### src/rtl/bwd_pkg.sv
// Package: shared offsets, mode encoding and bank masks for the window decoder.
// Assumes a 12-bit register offset space and 32-bit register data.
package bwd_pkg;

    localparam int          BANK_REGS   = 13;
    localparam logic [11:0] OFF_CTRL    = 12'h000;
    localparam logic [11:0] OFF_ENABLE  = 12'h004;
    localparam logic [11:0] OFF_FBB     = 12'h008;
    localparam logic [11:0] OFF_CFGADDR = 12'h00C;
    localparam logic [11:0] OFF_BANK    = 12'h800;
    localparam int          MODE_LSB    = 7;

    typedef enum logic [1:0] {
        MODE_OFF  = 2'b00,
        MODE_FWD  = 2'b01,
        MODE_RSV2 = 2'b10,
        MODE_RSV3 = 2'b11
    } fwd_mode_e;

    // Number of implemented low bits of each bank register.
    function automatic int bank_width(input int idx);
        case (idx)
            0:       return 1;
            1, 2, 4: return 7;
            3, 7:    return 8;
            5, 12:   return 9;
            6, 11:   return 32;
            8:       return 30;
            9:       return 24;
            10:      return 22;
            default: return 0;
        endcase
    endfunction

    // Write-keep mask of each bank register.
    function automatic logic [31:0] bank_keep(input int idx);
        int w;
        w = bank_width(idx);
        if (w >= 32) return 32'hFFFF_FFFF;
        return (32'd1 << w) - 32'd1;
    endfunction

    // Bits that read as zero whatever is stored.
    function automatic logic [31:0] bank_zero(input int idx);
        case (idx)
            1:       return 32'h0000_0001;
            7:       return 32'h0000_0007;
            8:       return 32'h0100_80E8;
            default: return 32'h0000_0000;
        endcase
    endfunction

endpackage

### src/rtl/bwd_ctrl_regs.sv
// Control, chunk-enable, fast-back-to-back and configuration-address registers.
// Assumes writes are single-cycle strobes; all registers clear on synchronous reset.
module bwd_ctrl_regs
    import bwd_pkg::*;
#(
    parameter int DATA_W = 32,
    parameter int REG_AW = 12
) (
    input  logic              clk,
    input  logic              rst_n,
    input  logic              wr_en,
    input  logic [REG_AW-1:0] wr_addr,
    input  logic [DATA_W-1:0] wdata,
    output logic [DATA_W-1:0] ctrl_q,
    output logic [DATA_W-1:0] enable_q,
    output logic [1:0]        fbb_q,
    output logic [DATA_W-1:0] cfg_q
);

    logic hit_ctrl, hit_enable, hit_fbb, hit_cfg;

    // Decode which register a write targets.
    always_comb begin
        hit_ctrl   = wr_en && (wr_addr == REG_AW'(OFF_CTRL));
        hit_enable = wr_en && (wr_addr == REG_AW'(OFF_ENABLE));
        hit_fbb    = wr_en && (wr_addr == REG_AW'(OFF_FBB));
        hit_cfg    = wr_en && (wr_addr == REG_AW'(OFF_CFGADDR));
    end

    // Control and enable registers, stored whole.
    always_ff @(posedge clk) begin
        if (!rst_n) begin
            ctrl_q   <= '0;
            enable_q <= '0;
        end else begin
            if (hit_ctrl)   ctrl_q   <= wdata;
            if (hit_enable) enable_q <= wdata;
        end
    end

    // Fast-back-to-back register keeps the two low data bits.
    always_ff @(posedge clk) begin
        if (!rst_n)       fbb_q <= '0;
        else if (hit_fbb) fbb_q <= wdata[1:0];
    end

    // Configuration-address register keeps the full written value.
    always_ff @(posedge clk) begin
        if (!rst_n)       cfg_q <= '0;
        else if (hit_cfg) cfg_q <= wdata;
    end

    AST_CFG_READBACK: assert property (@(posedge clk) disable iff (!rst_n)
        (wr_en && wr_addr == REG_AW'(OFF_CFGADDR)) |=> (cfg_q == $past(wdata)));

endmodule

### src/rtl/bwd_cfg_bank.sv
// Bank of setup registers with per-register write-keep and read-zero masks.
// Assumes word-aligned offsets starting at OFF_BANK; one register per word.
module bwd_cfg_bank
    import bwd_pkg::*;
#(
    parameter int REG_AW = 12,
    parameter int NREGS  = BANK_REGS
) (
    input  logic              clk,
    input  logic              rst_n,
    input  logic              wr_en,
    input  logic [REG_AW-1:0] addr,
    input  logic [31:0]       wdata,
    output logic [31:0]       rd_data,
    output logic              rd_hit
);

    logic [31:0]      store_q [NREGS];
    logic [NREGS-1:0] sel;

    for (genvar i = 0; i < NREGS; i++) begin : g_reg
        localparam logic [31:0] KEEP = bank_keep(i);

        // Word select for register i.
        assign sel[i] = (addr == REG_AW'(OFF_BANK) + REG_AW'(4 * i));

        // Register i stores only its implemented bits.
        always_ff @(posedge clk) begin
            if (!rst_n)              store_q[i] <= '0;
            else if (wr_en && sel[i]) store_q[i] <= wdata & KEEP;
        end
    end

    // Read mux applying the read-zero masks.
    always_comb begin
        rd_data = '0;
        rd_hit  = 1'b0;
        for (int j = 0; j < NREGS; j++) begin
            if (sel[j]) begin
                rd_data = store_q[j] & ~bank_zero(j);
                rd_hit  = 1'b1;
            end
        end
    end

    AST_BANK_ONESEL: assert property (@(posedge clk) disable iff (!rst_n)
        $onehot0(sel));

endmodule

### src/rtl/bwd_window.sv
// Outbound window classifier: maps a CPU address to an 8 MiB chunk of the top
// region and gates it by mode field and enable bitmap. Edge chunks never forward.
// Assumes the region is the top sixteenth of the address space.
module bwd_window
    import bwd_pkg::*;
#(
    parameter int ADDR_W      = 32,
    parameter int CHUNK_SHIFT = 23,
    localparam int IDX_W      = ADDR_W - 4 - CHUNK_SHIFT,
    localparam int NCH        = 1 << IDX_W
) (
    input  logic              clk,
    input  logic              rst_n,
    input  logic [ADDR_W-1:0] cpu_addr,
    input  logic [1:0]        mode,
    input  logic [NCH-1:0]    enable,
    output logic              hit,
    output logic [IDX_W-1:0]  chunk
);

    logic [NCH-1:0]   chunk_ok;
    logic             in_region;
    logic             mode_on;
    logic [IDX_W-1:0] idx;

    for (genvar c = 0; c < NCH; c++) begin : g_chunk
        if (c == 0 || c == NCH - 1) begin : g_edge
            assign chunk_ok[c] = 1'b0;
        end else begin : g_mid
            assign chunk_ok[c] = enable[c];
        end
    end

    // Region, mode and chunk-index decode.
    always_comb begin
        in_region = (cpu_addr[ADDR_W-1 -: 4] == 4'hF);
        mode_on   = (fwd_mode_e'(mode) == MODE_FWD);
        idx       = cpu_addr[CHUNK_SHIFT +: IDX_W];
    end

    // Final forward decision and chunk report.
    always_comb begin
        hit   = in_region && mode_on && chunk_ok[idx];
        chunk = hit ? idx : '0;
    end

    AST_ENABLED_CHUNK: assert property (@(posedge clk) disable iff (!rst_n)
        hit |-> enable[chunk]);
    AST_EDGE_NEVER: assert property (@(posedge clk) disable iff (!rst_n)
        hit |-> (chunk != '0 && chunk != '1));

endmodule

### src/rtl/bwd_io_check.sv
// Legality check for I/O data window accesses by byte offset and byte size.
// Assumes size is coded in bytes; only 1, 2 and 4 are real sizes.
module bwd_io_check (
    input  logic [1:0] offs,
    input  logic [2:0] size,
    output logic       ok
);

    // Offset/size legality table.
    always_comb begin
        case (offs)
            2'd0:    ok = (size == 3'd1) || (size == 3'd2) || (size == 3'd4);
            2'd2:    ok = (size == 3'd1) || (size == 3'd2);
            default: ok = (size == 3'd1);
        endcase
    end

endmodule

### src/rtl/bridge_window_decoder.sv
// Top of the bridge outbound window decoder: register file, setup bank,
// window classifier and I/O access check. Reads are combinational.
// Assumes a synchronous active-low reset and single-cycle write strobes.
module bridge_window_decoder
    import bwd_pkg::*;
#(
    parameter int ADDR_W      = 32,
    parameter int CHUNK_SHIFT = 23,
    parameter int REG_AW      = 12,
    localparam int IDX_W      = ADDR_W - 4 - CHUNK_SHIFT,
    localparam int NCH        = 1 << IDX_W
) (
    input  logic              clk,
    input  logic              rst_n,
    input  logic              reg_wr,
    input  logic [REG_AW-1:0] reg_addr,
    input  logic [31:0]       reg_wdata,
    output logic [31:0]       reg_rdata,
    input  logic [ADDR_W-1:0] cpu_addr,
    output logic              fwd_hit,
    output logic [IDX_W-1:0]  fwd_chunk,
    output logic [31:0]       cfg_bus_addr,
    input  logic [1:0]        io_offs,
    input  logic [2:0]        io_size,
    output logic              io_ok
);

    logic [31:0] ctrl_q, enable_q, cfg_q, bank_rd;
    logic [1:0]  fbb_q;
    logic        bank_hit;

    bwd_ctrl_regs #(.DATA_W(32), .REG_AW(REG_AW)) u_ctrl (
        .clk(clk), .rst_n(rst_n), .wr_en(reg_wr), .wr_addr(reg_addr),
        .wdata(reg_wdata), .ctrl_q(ctrl_q), .enable_q(enable_q),
        .fbb_q(fbb_q), .cfg_q(cfg_q)
    );

    bwd_cfg_bank #(.REG_AW(REG_AW), .NREGS(BANK_REGS)) u_bank (
        .clk(clk), .rst_n(rst_n), .wr_en(reg_wr), .addr(reg_addr),
        .wdata(reg_wdata), .rd_data(bank_rd), .rd_hit(bank_hit)
    );

    bwd_window #(.ADDR_W(ADDR_W), .CHUNK_SHIFT(CHUNK_SHIFT)) u_win (
        .clk(clk), .rst_n(rst_n), .cpu_addr(cpu_addr),
        .mode(ctrl_q[MODE_LSB +: 2]), .enable(enable_q[NCH-1:0]),
        .hit(fwd_hit), .chunk(fwd_chunk)
    );

    bwd_io_check u_io (.offs(io_offs), .size(io_size), .ok(io_ok));

    // Word-aligned configuration address toward the downstream bus.
    assign cfg_bus_addr = {cfg_q[31:2], 2'b00};

    // Register read mux.
    always_comb begin
        case (reg_addr)
            REG_AW'(OFF_CTRL):    reg_rdata = ctrl_q;
            REG_AW'(OFF_ENABLE):  reg_rdata = enable_q;
            REG_AW'(OFF_FBB):     reg_rdata = {30'd0, fbb_q};
            REG_AW'(OFF_CFGADDR): reg_rdata = cfg_q;
            default:              reg_rdata = bank_hit ? bank_rd : '0;
        endcase
    end

    AST_OUTSIDE_REGION: assert property (@(posedge clk) disable iff (!rst_n)
        (cpu_addr[ADDR_W-1 -: 4] != 4'hF) |-> !fwd_hit);
    AST_MODE_GATE: assert property (@(posedge clk) disable iff (!rst_n)
        fwd_hit |-> (ctrl_q[MODE_LSB +: 2] == 2'b01));
    AST_CHUNK_IDLE: assert property (@(posedge clk) disable iff (!rst_n)
        !fwd_hit |-> (fwd_chunk == '0));
    AST_IO_ODD_BYTE: assert property (@(posedge clk) disable iff (!rst_n)
        (io_ok && io_offs[0]) |-> (io_size == 3'd1));

endmodule

### config.mk
export PLATFORM = sky130hd
export DESIGN_NAME = bridge_window_decoder
export DESIGN_NICKNAME = d
export VERILOG_FILES = /design/src/rtl/bwd_pkg.sv /design/src/rtl/bwd_ctrl_regs.sv /design/src/rtl/bwd_cfg_bank.sv /design/src/rtl/bwd_window.sv /design/src/rtl/bwd_io_check.sv /design/src/rtl/bridge_window_decoder.sv
export SDC_FILE = /design/constraint.sdc
export NUM_CORES = 1
export LEC_CHECK = 0
export ABC_AREA = 0
export BUFFER_PORTS_ARGS = -buffer_cell sky130_fd_sc_hd__buf_2
export CORE_UTILIZATION = 59
export CTS_CLUSTER_SIZE = 20
export DETAILED_ROUTE_END_ITERATION = 6
export HOLD_SLACK_MARGIN = 0.15
export PLACE_DENSITY_LB_ADDON = 0.15
export SETUP_SLACK_MARGIN = 0.1
export SYNTH_ARGS = -nofsm -noshare
export SYNTH_HDL_FRONTEND = slang
export SYNTH_SLANG_ARGS = --single-unit
### constraint.sdc
create_clock -name clk -period 3.95 [get_ports clk]
set_input_delay 0.1975 -clock clk [delete_from_list [all_inputs] [get_ports clk]]
set_output_delay 0.1975 -clock clk [all_outputs]
set_load 0.005 [all_outputs]
==> flow_metrics.py, run 1 <==
metrics = {
    "worst_setup_path": {
        "reg2reg_from": "u_ctrl.enable_q[24]",
        "startpoint_type": "primary input",
        "cp_slowest_stage_delay_ns": 0.80,
        "crit_chain": "buf_2, nor4b_2, buf_4, nand2b_1, nor2_1, a2bb2oi_1, o32a_1, o31ai_1, buf_2",
        "arrival_ns": 2.98,
        "critPathMostFrequentCell": "buf_2",
        "rrSetupSlack_ns": 3.23,
        "r2r_end": "u_ctrl.enable_q[24]",
        "critPathSlowestCell": "nor4b_2",
        "reg2reg_depth": 2,
        "cp_max_fo": 9,
        "crit_buf_inv": 3,
        "cp_top_family": "simple AND/OR/NAND/NOR gates",
        "path_class": "in -> out",
        "end_kind": "primary output",
        "cp.required_ns": 3.75,
    },
    "detailed_routing": {
        "routed_wl_microns": 39300,
        "met2_length_microns": 18600,
        "avgRoutedWirePerCell_microns": 22.4,
        "firstDrtPassIters": 6,
        "via_per_inst": 6.15,
        "topRoutingLayerUsed": "met4",
        "drt-initial-drc-count": 1283,
        "wl_met1_microns": 15700,
        "drc": 0,
        "vias": 10800,
        "wl_met3_microns": 3500,
        "drtAntennaViolNets": 0,
    },
    "cts": {
        "cts_root_buf": "clkbuf_16",
        "cts.repair.resized": 0,
        "cts_buffer_depth": 3,
        "clkLatencyLatePin_ns": 0.56,
        "post-cts-setup-buffers": 0,
        "htreeDepth": 1,
        "cts_tree": "yes",
        "cts_buffers": 29,
        "cts_sinks": 284,
        "path_clk_slew_ns": 0.06,
    },
    "floorplanning": {
        "die_h_microns": 155,
        "row_count": 55,
        "die_w_microns": 155,
        "design.die.area_sq_mm": 0.0239,
        "io_pins": 155,
        "initial_core_util": 0.604,
        "core_sq_mm": 0.0228,
    },
    "cells_and_area": {
        "drive_gt1_frac": 0.170,
        "nets": 1503,
        "area.growth.synth_to_final_pct": 13.2,
        "fillers": 1765,
        "diodes": 0,
        "post-route-util": 0.684,
    },
    "global_routing": {
        "first_global_vias": 10500,
        "grt_max_degree": 43,
        "antenna_found_initial": 0,
        "grt_usage": 0.329,
        "grt_pass1_wl_microns": 59600,
        "overflow": 0,
    },
    "power_and_ir_drop": {
        "p_switching_mw": 1.41,
        "comb_power_share": 0.052,
        "sw_frac_of_total": 0.224,
        "power_frac_seq": 0.522,
        "power_mw": 6.29,
        "clkPwrFrac": 0.426,
        "power_density_mw_per_mm2": 404,
        "leakage_nw": 5.68,
        "irDropWorstVdd_uv": 354,
        "p_int_mw": 4.88,
    },
    "sta": {
        "timing.final.max_slew_violations": 0,
        "period_share": 0.805,
        "holdWs_ns": 0.201,
        "setup-violations-final": 0,
        "relSlewSlack": 0.261,
        "period_minus_slack_ns": 3.18,
        "finClkSkew_ns": 0,
        "fmax_mhz": 315,
        "finalHoldViolCount": 0,
        "rsz0062_at_grt": "no",
        "setup_tns_ns": 0,
        "tightest_slew_ns": 1.10,
    },
    "yosys": {
        "syn_area_per_cell_sq_um": 10.4,
        "synth.distinct_cells": 65,
        "syn_inst": 1325,
        "synth_top_area_share": 0.406,
        "yosysSeqAreaShare": 0.549,
        "yosys-top-cells-area": "edfxtp_1 (41%), dfxtp_1 (14%), and2_1 (8.3%)",
        "ys_seq_elements": 284,
        "synth.yosys.warnings": 0,
        "async_flop_share": 0,
        "syn_area_sq_mm": 0.0138,
        "yosysTopAreaCell": "edfxtp_1",
        "synth-edff-count": 186,
        "synth_ff_type": "edfxtp_1",
    },
    "placed_design": {
        "post-dp-hpwl_microns": 25300,
        "port_buffers": 129,
        "place_congestion": 0.978,
    },
    "min_path": {
        "min_path_cells": 4,
        "holdPathEnd": "u_bank.store_q[1][128]",
        "hold_path.class": "in -> reg",
        "min_from": "reg_addr[10]",
    },
    "run_status": {
        "outcome": "completed",
    },
    "job": {
        "max_cap_viol_count": 0,
    },
}
layout make-up:
cell class | instances | area [sq um] | area share
clock buffers | 38 | 811 | 0.0521
clock inverters | 16 | 119 | 0.00763
flip-flops and latches | 284 | 7550 | 0.485
well taps | 313 | 392 | 0.0251
multi-input cells | 897 | 5420 | 0.348
inverters | 10 | 37.5 | 0.00241
repair buffers | 197 | 1250 | 0.0802
tightest hold or removal path, cell delays in order:
cell     delay [ns]
buf_2          0.10
nor4b_2        0.10
nand2_1        0.13
nor2_1         0.06
sequential cells by signal, summed over array words and instances, names as in the netlist:
register,count
u_bank.store_q,186
u_ctrl.cfg_q,32
u_ctrl.ctrl_q,32
u_ctrl.enable_q,32
u_ctrl.fbb_q,2
routing by layer:
| layer | track usage | vias to the layer above |
|---|---|---|
| li1 | - | 4893 |
| met1 | 0.438 | 5211 |
| met2 | 0.546 | 587 |
| met3 | 0.0451 | 99 |
| met4 | 0.136 | 0 |
| met5 | 0 | - |
cells by family after synthesis:
kind of cell / share of synthesized area
other: 0.000273
multiplexers: 0.0222
flip-flops: 0.549
AO/OA/AOI/OAI: 0.152
buffers and inverters: 0.0589
AND/OR/NAND/NOR: 0.218
what timing repair did:
item,in CTS,in global routing
endpoints found under the hold margin,199,0
hold buffers,32,0
setup endpoints to repair,0,0
per-stage QoR:
stage                     setup WS, ns  std cells  instance area [sq um]
after floorplan                   1.03       1326                  13800
after global placement           0.853       1669                  14300
after detailed placement         0.826       1669                  14300
after CTS                        0.812       1755                  15600
after global routing             0.722       1755                  15600
final                            0.771       1755                  15600
cells in the mapped netlist (all sizes together), types with 4 or more instances:
cell / instances
nand3: 21
dfxtp: 98
mux2: 8
and2: 182
nand2: 239
nor2: 73
nor4b: 5
a21boi: 96
a22oi: 44
a31oi: 6
inv: 10
a222oi: 20
o22ai: 6
buf: 76
a221oi: 10
and3: 4
nor3: 34
a211oi: 4
a2111oi: 5
mux2i: 8
o221ai: 5
o21ai: 33
nand2b: 8
nor4: 4
nor2b: 8
edfxtp: 186
clkbuf: 59
a21oi: 13
a22o: 15
mux4: 6
power groups by stage:
stage | sequential (mW) | combinational, mW | clock [mW]
CTS | 3.28 | 0.322 | 2.68
detailed placement | 3.34 | 0.297 | 0
global placement | 3.34 | 0.294 | 0
finish | 3.28 | 0.328 | 2.68
floorplan | 3.33 | 0.156 | 0
global route | 3.29 | 0.346 | 2.81
layout by cell type, fill, tap and decap left out, types with 5 or more instances in the layout:
cell type      netlist  layout
a222oi_1            20      20
nand2b_1             8       8
dlygate4sd3_1        0      32
dfxtp_1             98      98
nand3_1             21      21
a221oi_1            10      10
a31oi_1              6       6
nor3_1              33      31
a21boi_1            90      90
inv_1               10      10
and2_1             182     182
o21ai_0             22      22
mux4_2               6       6
a21oi_1             13      13
clkbuf_1            59       5
a22oi_1             44      44
mux2i_1              8       8
a2111oi_0            5       5
o221ai_1             5       5
clkbuf_16            0      30
nor2_1              69      66
mux2_2               8       8
buf_4               35      35
o21ai_1             11      11
nand2_1            235     235
nor2b_1              8       8
o22ai_1              6       6
clkinv_2             0      10
buf_2               23     129
a21boi_0             6       6
edfxtp_1           186     186
a22o_1              15      15
worst max path at each step:
stage	start	end	slack (ns)	cells past startpoint
4_1_cts	reg_addr[7]	reg_rdata[8]	0.81	7
2_1_floorplan	reg_addr[6]	u_bank.store_q[0][192]	1.03	8
3_3_place_gp	reg_addr[7]	reg_rdata[8]	0.85	7
3_5_place_dp	reg_addr[7]	reg_rdata[8]	0.83	7
6_report	reg_addr[10]	reg_rdata[3]	0.77	9
5_1_grt	reg_addr[7]	reg_rdata[8]	0.72	7
Power figures use the tool's default switching activity.
==> inputs of run 2 (changes only) <==
--- a/config.mk
+++ b/config.mk
@@ -5,7 +5,7 @@
 export SDC_FILE = /design/constraint.sdc
 export NUM_CORES = 1
 export LEC_CHECK = 0
-export ABC_AREA = 0
+export ABC_AREA = 1
 export BUFFER_PORTS_ARGS = -buffer_cell sky130_fd_sc_hd__buf_2
 export CORE_UTILIZATION = 59
 export CTS_CLUSTER_SIZE = 20
==> constraint.sdc (replaced) <==
create_clock -name clk -period 3.2 [get_ports clk]
set_input_delay 0.16 -clock clk [delete_from_list [all_inputs] [get_ports clk]]
set_output_delay 0.16 -clock clk [all_outputs]
set_load 0.005 [all_outputs]
==> run 2 against run 1 <==
  * The flow now finishes with violations (DRC)
  * Count of clock-buffer cells in the layout is 6 higher
  * First-iteration DRC count rose by 16%
  * Global-route usage is 0.14 points lower
  * Sequential share of layout area is 0.31 points higher
  * Die area shrank 2.6%
  * Final area down 0.64%
  * Sequential power rose by 23%
  * Cell count grew 12%
  * Synthesized cell count increased by 16%
==> flow_metrics.py, run 2 <==
metrics = {
    "yosys": {
        "synth.yosys.warnings": 0,
        "yosysTopAreaCell": "edfxtp_1",
        "synth-edff-count": 186,
        "synth.distinct_cells": 37,
        "async_flop_share": 0,
        "ys_seq_elements": 284,
        "yosys-top-cells-area": "edfxtp_1 (42%), dfxtp_1 (15%), nor2_1 (7.2%)",
        "syn_inst": 1543,
        "synth_most_common_cell": "nor2_1",
        "synth_common_cells": "nor2_1 (256), nand2_1 (229), edfxtp_1 (186)",
        "yosysSeqAreaShare": 0.563,
        "syn_area_per_cell_sq_um": 8.68,
        "synth_top_area_share": 0.417,
        "syn_area_sq_mm": 0.0134,
        "synth_ff_type": "edfxtp_1",
    },
    "sta": {
        "tightest_slew_ns": 1.22,
        "relSlewSlack": 0.189,
        "period_share": 0.917,
        "period_minus_slack_ns": 2.93,
        "finalHoldViolCount": 0,
        "setup_tns_ns": 0,
        "fmax_mhz": 341,
        "timing.final.max_slew_violations": 0,
        "setup-violations-final": 0,
        "rsz0062_at_grt": "no",
        "finClkSkew_ns": 0,
    },
    "min_path": {
        "min_path_cells": 6,
        "hold_path.class": "in -> reg",
        "min_from": "reg_addr[6]",
        "holdPathEnd": "u_ctrl.fbb_q[1]",
    },
    "cells_and_area": {
        "fin_area_sq_mm": 0.0155,
        "final_common_cell": "nor2_1",
        "top_register": "u_bank.store_q",
        "nets": 1746,
        "drive_gt1_frac": 0.167,
        "final_cell_mix": "nor2_1 (255), nand2_1 (228), edfxtp_1 (186)",
        "diodes": 0,
        "largest_reg_flops": 186,
        "area.growth.synth_to_final_pct": 15.5,
    },
    "worst_setup_path": {
        "reg2reg_from": "u_ctrl.cfg_q[11]",
        "startpoint_type": "primary input",
        "cp.required_ns": 3.04,
        "critPathSlowestCell": "dlygate4sd3_1",
        "path_class": "in -> out",
        "cp_slowest_stage_delay_ns": 0.54,
        "r2r_end": "u_ctrl.cfg_q[11]",
        "end_kind": "primary output",
        "critPathMostFrequentCell": "nand2_1",
        "rrSetupSlack_ns": 2.44,
        "crit_buf_inv": 4,
        "reg2reg_depth": 2,
        "cp_top_family": "buffers and inverters",
        "arrival_ns": 2.77,
        "cp_max_fo": 26,
        "crit_chain": "dlygate4sd3_1, buf_2, nor2_2, nand2_1, nor2_1, nand2_2, inv_2, nand2_1, nand2_1, nor2_1, o21ai_1, buf_2",
    },
    "floorplanning": {
        "die_w_microns": 153,
        "initial_core_util": 0.608,
        "die_h_microns": 153,
        "core_sq_mm": 0.0220,
        "design.die.area_sq_mm": 0.0233,
        "io_pins": 155,
        "row_count": 54,
    },
    "global_routing": {
        "antenna_found_initial": 0,
        "grt_usage": 0.328,
        "grt_pass1_wl_microns": 58700,
        "overflow": 0,
        "grt_max_degree": 67,
        "first_global_vias": 10600,
    },
    "placed_design": {
        "port_buffers": 129,
        "post-dp-hpwl_microns": 25100,
        "placed_cell_area_sq_mm": 0.0140,
        "place_congestion": 0.906,
    },
    "power_and_ir_drop": {
        "p_switching_mw": 1.73,
        "clkPwrFrac": 0.442,
        "p_int_mw": 6.16,
        "leakage_nw": 6.26,
        "sw_frac_of_total": 0.219,
        "power_density_mw_per_mm2": 510,
        "irDropWorstVdd_uv": 454,
        "comb_power_share": 0.045,
        "power_frac_seq": 0.513,
    },
    "run_status": {
        "violations": "DRC",
        "outcome": "complete, but fails checks",
    },
    "cts": {
        "cts_sinks": 284,
        "clkLatencyLatePin_ns": 0.56,
        "cts_tree": "yes",
        "path_clk_slew_ns": 0.07,
        "htreeDepth": 1,
        "cts_buffer_depth": 3,
        "cts_root_buf": "clkbuf_16",
        "cts_buffers": 30,
    },
    "detailed_routing": {
        "routed_wl_microns": 38500,
        "avgRoutedWirePerCell_microns": 19.6,
        "drc": 12,
        "firstDrtPassIters": 7,
        "vias": 11600,
        "drt-initial-drc-count": 1484,
        "drtAntennaViolNets": 0,
        "via_per_inst": 5.89,
    },
    "job": {
        "max_cap_viol_count": 0,
    },
}
## run 2: cell types whose count changed after synthesis, moves of 18 or more
cell,previous run,this run
and2_1,182,0
nor3_1,33,12
a22oi_1,44,0
inv_1,10,145
a222oi_1,20,0
o22ai_1,6,38
nand4_1,2,20
a21boi_1,90,0
nor2_1,69,256
nand3_1,21,95
o21ai_0,22,96
a21oi_1,13,167
## run 2: final cells by class
class                   instances  area [sq um]
inverters                     162           618
clock inverters                12           110
repair buffers                207          1330
flip-flops and latches        284          7550
well taps                     280           350
fillers                      1685          6550
multi-input cells             977          4640
clock buffers                  44           878
## run 2: worst max-delay path by stage
stage,startpoint,to,cells after the start
floorplan,reg_addr[8],u_bank.store_q[1][0],7
global placement,reg_addr[0],reg_rdata[1],15
detailed placement,reg_addr[9],u_ctrl.ctrl_q[19],10
CTS,reg_addr[0],reg_rdata[8],14
global route,reg_addr[0],reg_rdata[3],20
finish,reg_addr[0],reg_rdata[8],12
## run 2: timing repair
action / in CTS / in global routing
setup buffers: 0 / 10
hold buffers: 39 / 0
gates resized for setup: 0 / 7
hold endpoints to repair: 190 / 0
endpoints found under the setup margin: 0 / 11
## run 2: worst register-to-register path: stages (launching register included)
cell	delay (ns)
dfxtp_1	0.45
nand2_1	0.09
a21oi_1	0.14
## run 2: power groups by stage
stage / clock (mW) / sequential, mW / combinational (mW)
final: 3.49 / 4.05 / 0.353
after global routing: 3.62 / 4.06 / 0.376
after CTS: 3.48 / 4.05 / 0.342
after detailed placement: 0 / 4.13 / 0.307
after global placement: 0 / 4.12 / 0.303
after floorplan: 0 / 4.12 / 0.161
## run 2: kinds of logic after synthesis
family | Yosys count | share of synthesized area
AO/OA/AOI/OAI | 328 | 0.134
flip-flops | 284 | 0.563
buffers and inverters | 283 | 0.0943
AND/OR/NAND/NOR | 647 | 0.208
other | 1 | 0.000280
## run 2: per-stage QoR
| stage | instances | hold slack [ns] | total power [mW] | worst slack [ns] | utilization |
|---|---|---|---|---|---|
| 2_1_floorplan | 1544 | 0.324 | 4.28 | 0.196 | - |
| 3_3_place_gp | 1861 | 0.439 | 4.42 | 0.778 | 0.636 |
| 3_5_place_dp | 1861 | 0.444 | 4.43 | 0.697 | 0.636 |
| 4_1_cts | 1956 | 0.184 | 7.87 | 0.131 | 0.698 |
| 5_1_grt | 1966 | 0.230 | 8.05 | 0.122 | 0.703 |
| 6_report | 1966 | 0.190 | 7.89 | 0.267 | 0.703 |
## run 2: per-layer routing
metal | vias up | wire length (microns) | share of wire | GRT usage
met5 | - | 0 | 0 | 0
met4 | 0 | 1020 | 0.026 | 0.107
met3 | 83 | 4480 | 0.12 | 0.0631
met2 | 644 | 17200 | 0.45 | 0.498
met1 | 5464 | 15800 | 0.41 | 0.475
li1 | 5387 | - | - | -
==> inputs of run 3 (changes only) <==
--- a/config.mk
+++ b/config.mk
@@ -7,7 +7,7 @@
 export LEC_CHECK = 0
 export ABC_AREA = 1
 export BUFFER_PORTS_ARGS = -buffer_cell sky130_fd_sc_hd__buf_2
-export CORE_UTILIZATION = 59
+export CORE_UTILIZATION = 30
 export CTS_CLUSTER_SIZE = 20
 export DETAILED_ROUTE_END_ITERATION = 6
 export HOLD_SLACK_MARGIN = 0.15
==> run 3 against run 2 <==
  * Flip-flop and latch count did not move
  * Die area increased by 95%
  * Largest power group unchanged
  * The run now ends clean
  * Combinational power grew 5.9%
  * Sequential share of layout area down 1.2 points
  * Count of clock-buffer cells in the layout grew 5
  * Global-route usage is 13 points lower
  * Cell count grew 16%
  * Setup slack better by 0.038 ns
  * Final area up 2.6%
==> flow_metrics.py, run 3 (synthesis results as in run 2) <==
metrics = {
    "global_routing": {
        "grt_usage": 0.197,
        "overflow": 0,
        "grt_max_degree": 58,
        "first_global_vias": 10400,
        "grt_pass1_wl_microns": 66100,
        "antenna_found_initial": 2,
    },
    "placed_design": {
        "port_buffers": 129,
        "placed_cell_area_sq_mm": 0.0145,
        "pre_cts_slack_ns": 0.674,
        "place_inst": 2184,
        "place_congestion": 0.810,
        "post-dp-hpwl_microns": 30700,
    },
    "cells_and_area": {
        "fillers": 4625,
        "drive_gt1_frac": 0.163,
        "final_cell_mix": "nor2_1 (255), nand2_1 (228), edfxtp_1 (186)",
        "largest_reg_flops": 186,
        "stdcell_count": 2275,
        "top_register": "u_bank.store_q",
        "register_area_sq_mm": 0.00755,
        "nets": 1749,
        "diodes": 0,
        "multi_input_area_sq_mm": 0.00464,
        "fin_area_sq_mm": 0.0159,
        "final_common_cell": "nor2_1",
        "area.growth.synth_to_final_pct": 18.6,
    },
    "run_status": {
        "outcome": "completed",
    },
    "power_and_ir_drop": {
        "comb_power_share": 0.047,
        "p_switching_mw": 1.82,
        "irDropWorstVdd_uv": 267,
        "power_frac_seq": 0.503,
        "p_int_mw": 6.22,
        "leakage_nw": 6.27,
        "power_density_mw_per_mm2": 507,
        "sw_frac_of_total": 0.226,
        "clkPwrFrac": 0.450,
    },
    "detailed_routing": {
        "drt-initial-drc-count": 982,
        "drc": 0,
        "drtAntennaViolNets": 0,
        "via_per_inst": 4.89,
        "routed_wl_microns": 45300,
        "firstDrtPassIters": 5,
        "vias": 11100,
        "avgRoutedWirePerCell_microns": 19.9,
    },
    "floorplanning": {
        "die_h_microns": 213,
        "row_count": 77,
        "design.die.area_sq_mm": 0.0455,
        "initial_core_util": 0.304,
        "core_sq_mm": 0.0441,
        "die_w_microns": 213,
        "io_pins": 155,
    },
    "sta": {
        "period_share": 0.905,
        "setup-violations-final": 0,
        "setup_tns_ns": 0,
        "timing.final.max_slew_violations": 0,
        "tightest_slew_ns": 0.856,
        "layout_setup_ws_ns": 0.305,
        "finClkSkew_ns": 0,
        "fmax_mhz": 345,
        "relSlewSlack": 0.423,
        "period_minus_slack_ns": 2.89,
        "rsz0062_at_grt": "no",
        "finalHoldViolCount": 0,
    },
    "worst_setup_path": {
        "cp.required_ns": 3.04,
        "arrival_ns": 2.73,
        "startpoint_type": "primary input",
        "cp_max_fo": 30,
        "reg2reg_from": "u_ctrl.cfg_q[2]",
        "end_kind": "primary output",
        "reg2reg_depth": 2,
        "path_class": "in -> out",
        "r2r_end": "u_ctrl.cfg_q[2]",
        "rrSetupSlack_ns": 2.42,
    },
    "job": {
        "max_cap_viol_count": 0,
    },
    "cts": {
        "clkLatencyLatePin_ns": 0.52,
        "cts_sinks": 284,
        "htreeDepth": 2,
        "path_clk_slew_ns": 0.06,
        "cts_buffer_depth": 3,
        "cts_buffers": 34,
        "cts_root_buf": "clkbuf_16",
        "cts_tree": "yes",
    },
    "min_path": {
        "hold_path.class": "in -> reg",
        "holdPathEnd": "u_ctrl.fbb_q[0]",
        "min_from": "reg_addr[10]",
        "min_path_cells": 6,
    },
}
[run 3: cell types whose count changed in the layout (fill, tap and decap cells not counted), moves of 2 or more]
cell | previous run | this run
clkbuf_1 | 5 | 13
clkinv_2 | 7 | 2
dlygate4sd3_1 | 39 | 34
clkbuf_16 | 31 | 35
clkbuf_8 | 5 | 1
buf_12 | 0 | 3
clkbuf_2 | 3 | 0
clkinvlp_4 | 3 | 1
nand3_2 | 6 | 4
[run 3: final cells by class]
class / count / share of cell area
clock inverters: 5 / 0.00355
clock buffers: 49 / 0.0591
flip-flops and latches: 284 / 0.475
well taps: 592 / 0.0466
multi-input cells: 977 / 0.292
repair buffers: 206 / 0.0848
inverters: 162 / 0.0383
[run 3: per-layer routing]
metal / vias up / share of wire / global-route usage / wire (microns)
met5: - / 0.00044 / 0 / 20
met4: 4 / 0.017 / 0.0470 / 766
met3: 56 / 0.051 / 0.0278 / 2300
met2: 282 / 0.45 / 0.300 / 20200
met1: 5397 / 0.49 / 0.293 / 22000
li1: 5389 / - / - / -
[run 3: power groups by stage]
stage	Clock [mW]	Sequential [mW]	Combinational, mW
4_1_cts	3.69	4.05	0.375
5_1_grt	3.81	4.06	0.408
3_5_place_dp	0	4.13	0.341
6_report	3.62	4.05	0.374
3_3_place_gp	0	4.12	0.339
2_1_floorplan	0	4.12	0.161
[run 3: what timing repair did]
| item | in CTS | in global routing |
|---|---|---|
| endpoints found under the setup margin | 0 | 9 |
| setup buffers | 0 | 3 |
| hold buffers | 34 | 0 |
| gates resized for setup | 0 | 3 |
| hold endpoints to repair | 165 | 0 |
[run 3: critical path: stages]
cell and delay (ns):
dlygate4sd3_1 0.52, buf_2 0.11, inv_1 0.04, nand2_1 0.17, nor2_2 0.09, nand2_1 0.14
nor2_2 0.09, inv_1 0.06, buf_4 0.36, o22ai_1 0.13, a21oi_1 0.35, nand4_1 0.28
buf_2 0.21
[run 3: how the worst max path moves through the flow]
stage                      start              endpoint  cells past startpoint
finish               reg_addr[0]         reg_rdata[18]                     13
global route         reg_addr[0]         reg_rdata[18]                     13
CTS                  reg_addr[0]          reg_rdata[8]                     15
detailed placement  reg_addr[11]         reg_rdata[15]                     14
global placement    reg_addr[11]         reg_rdata[15]                     14
floorplan            reg_addr[8]  u_bank.store_q[1][0]                      7
[run 3: per-stage QoR]
step | util | power (mW) | hold slack (ns)
detailed placement | 0.329 | 4.47 | 0.443
finish | 0.360 | 8.05 | 0.236
CTS | 0.359 | 8.11 | 0.212
global route | 0.360 | 8.28 | 0.259
global placement | 0.329 | 4.46 | 0.437
floorplan | - | 4.28 | 0.324
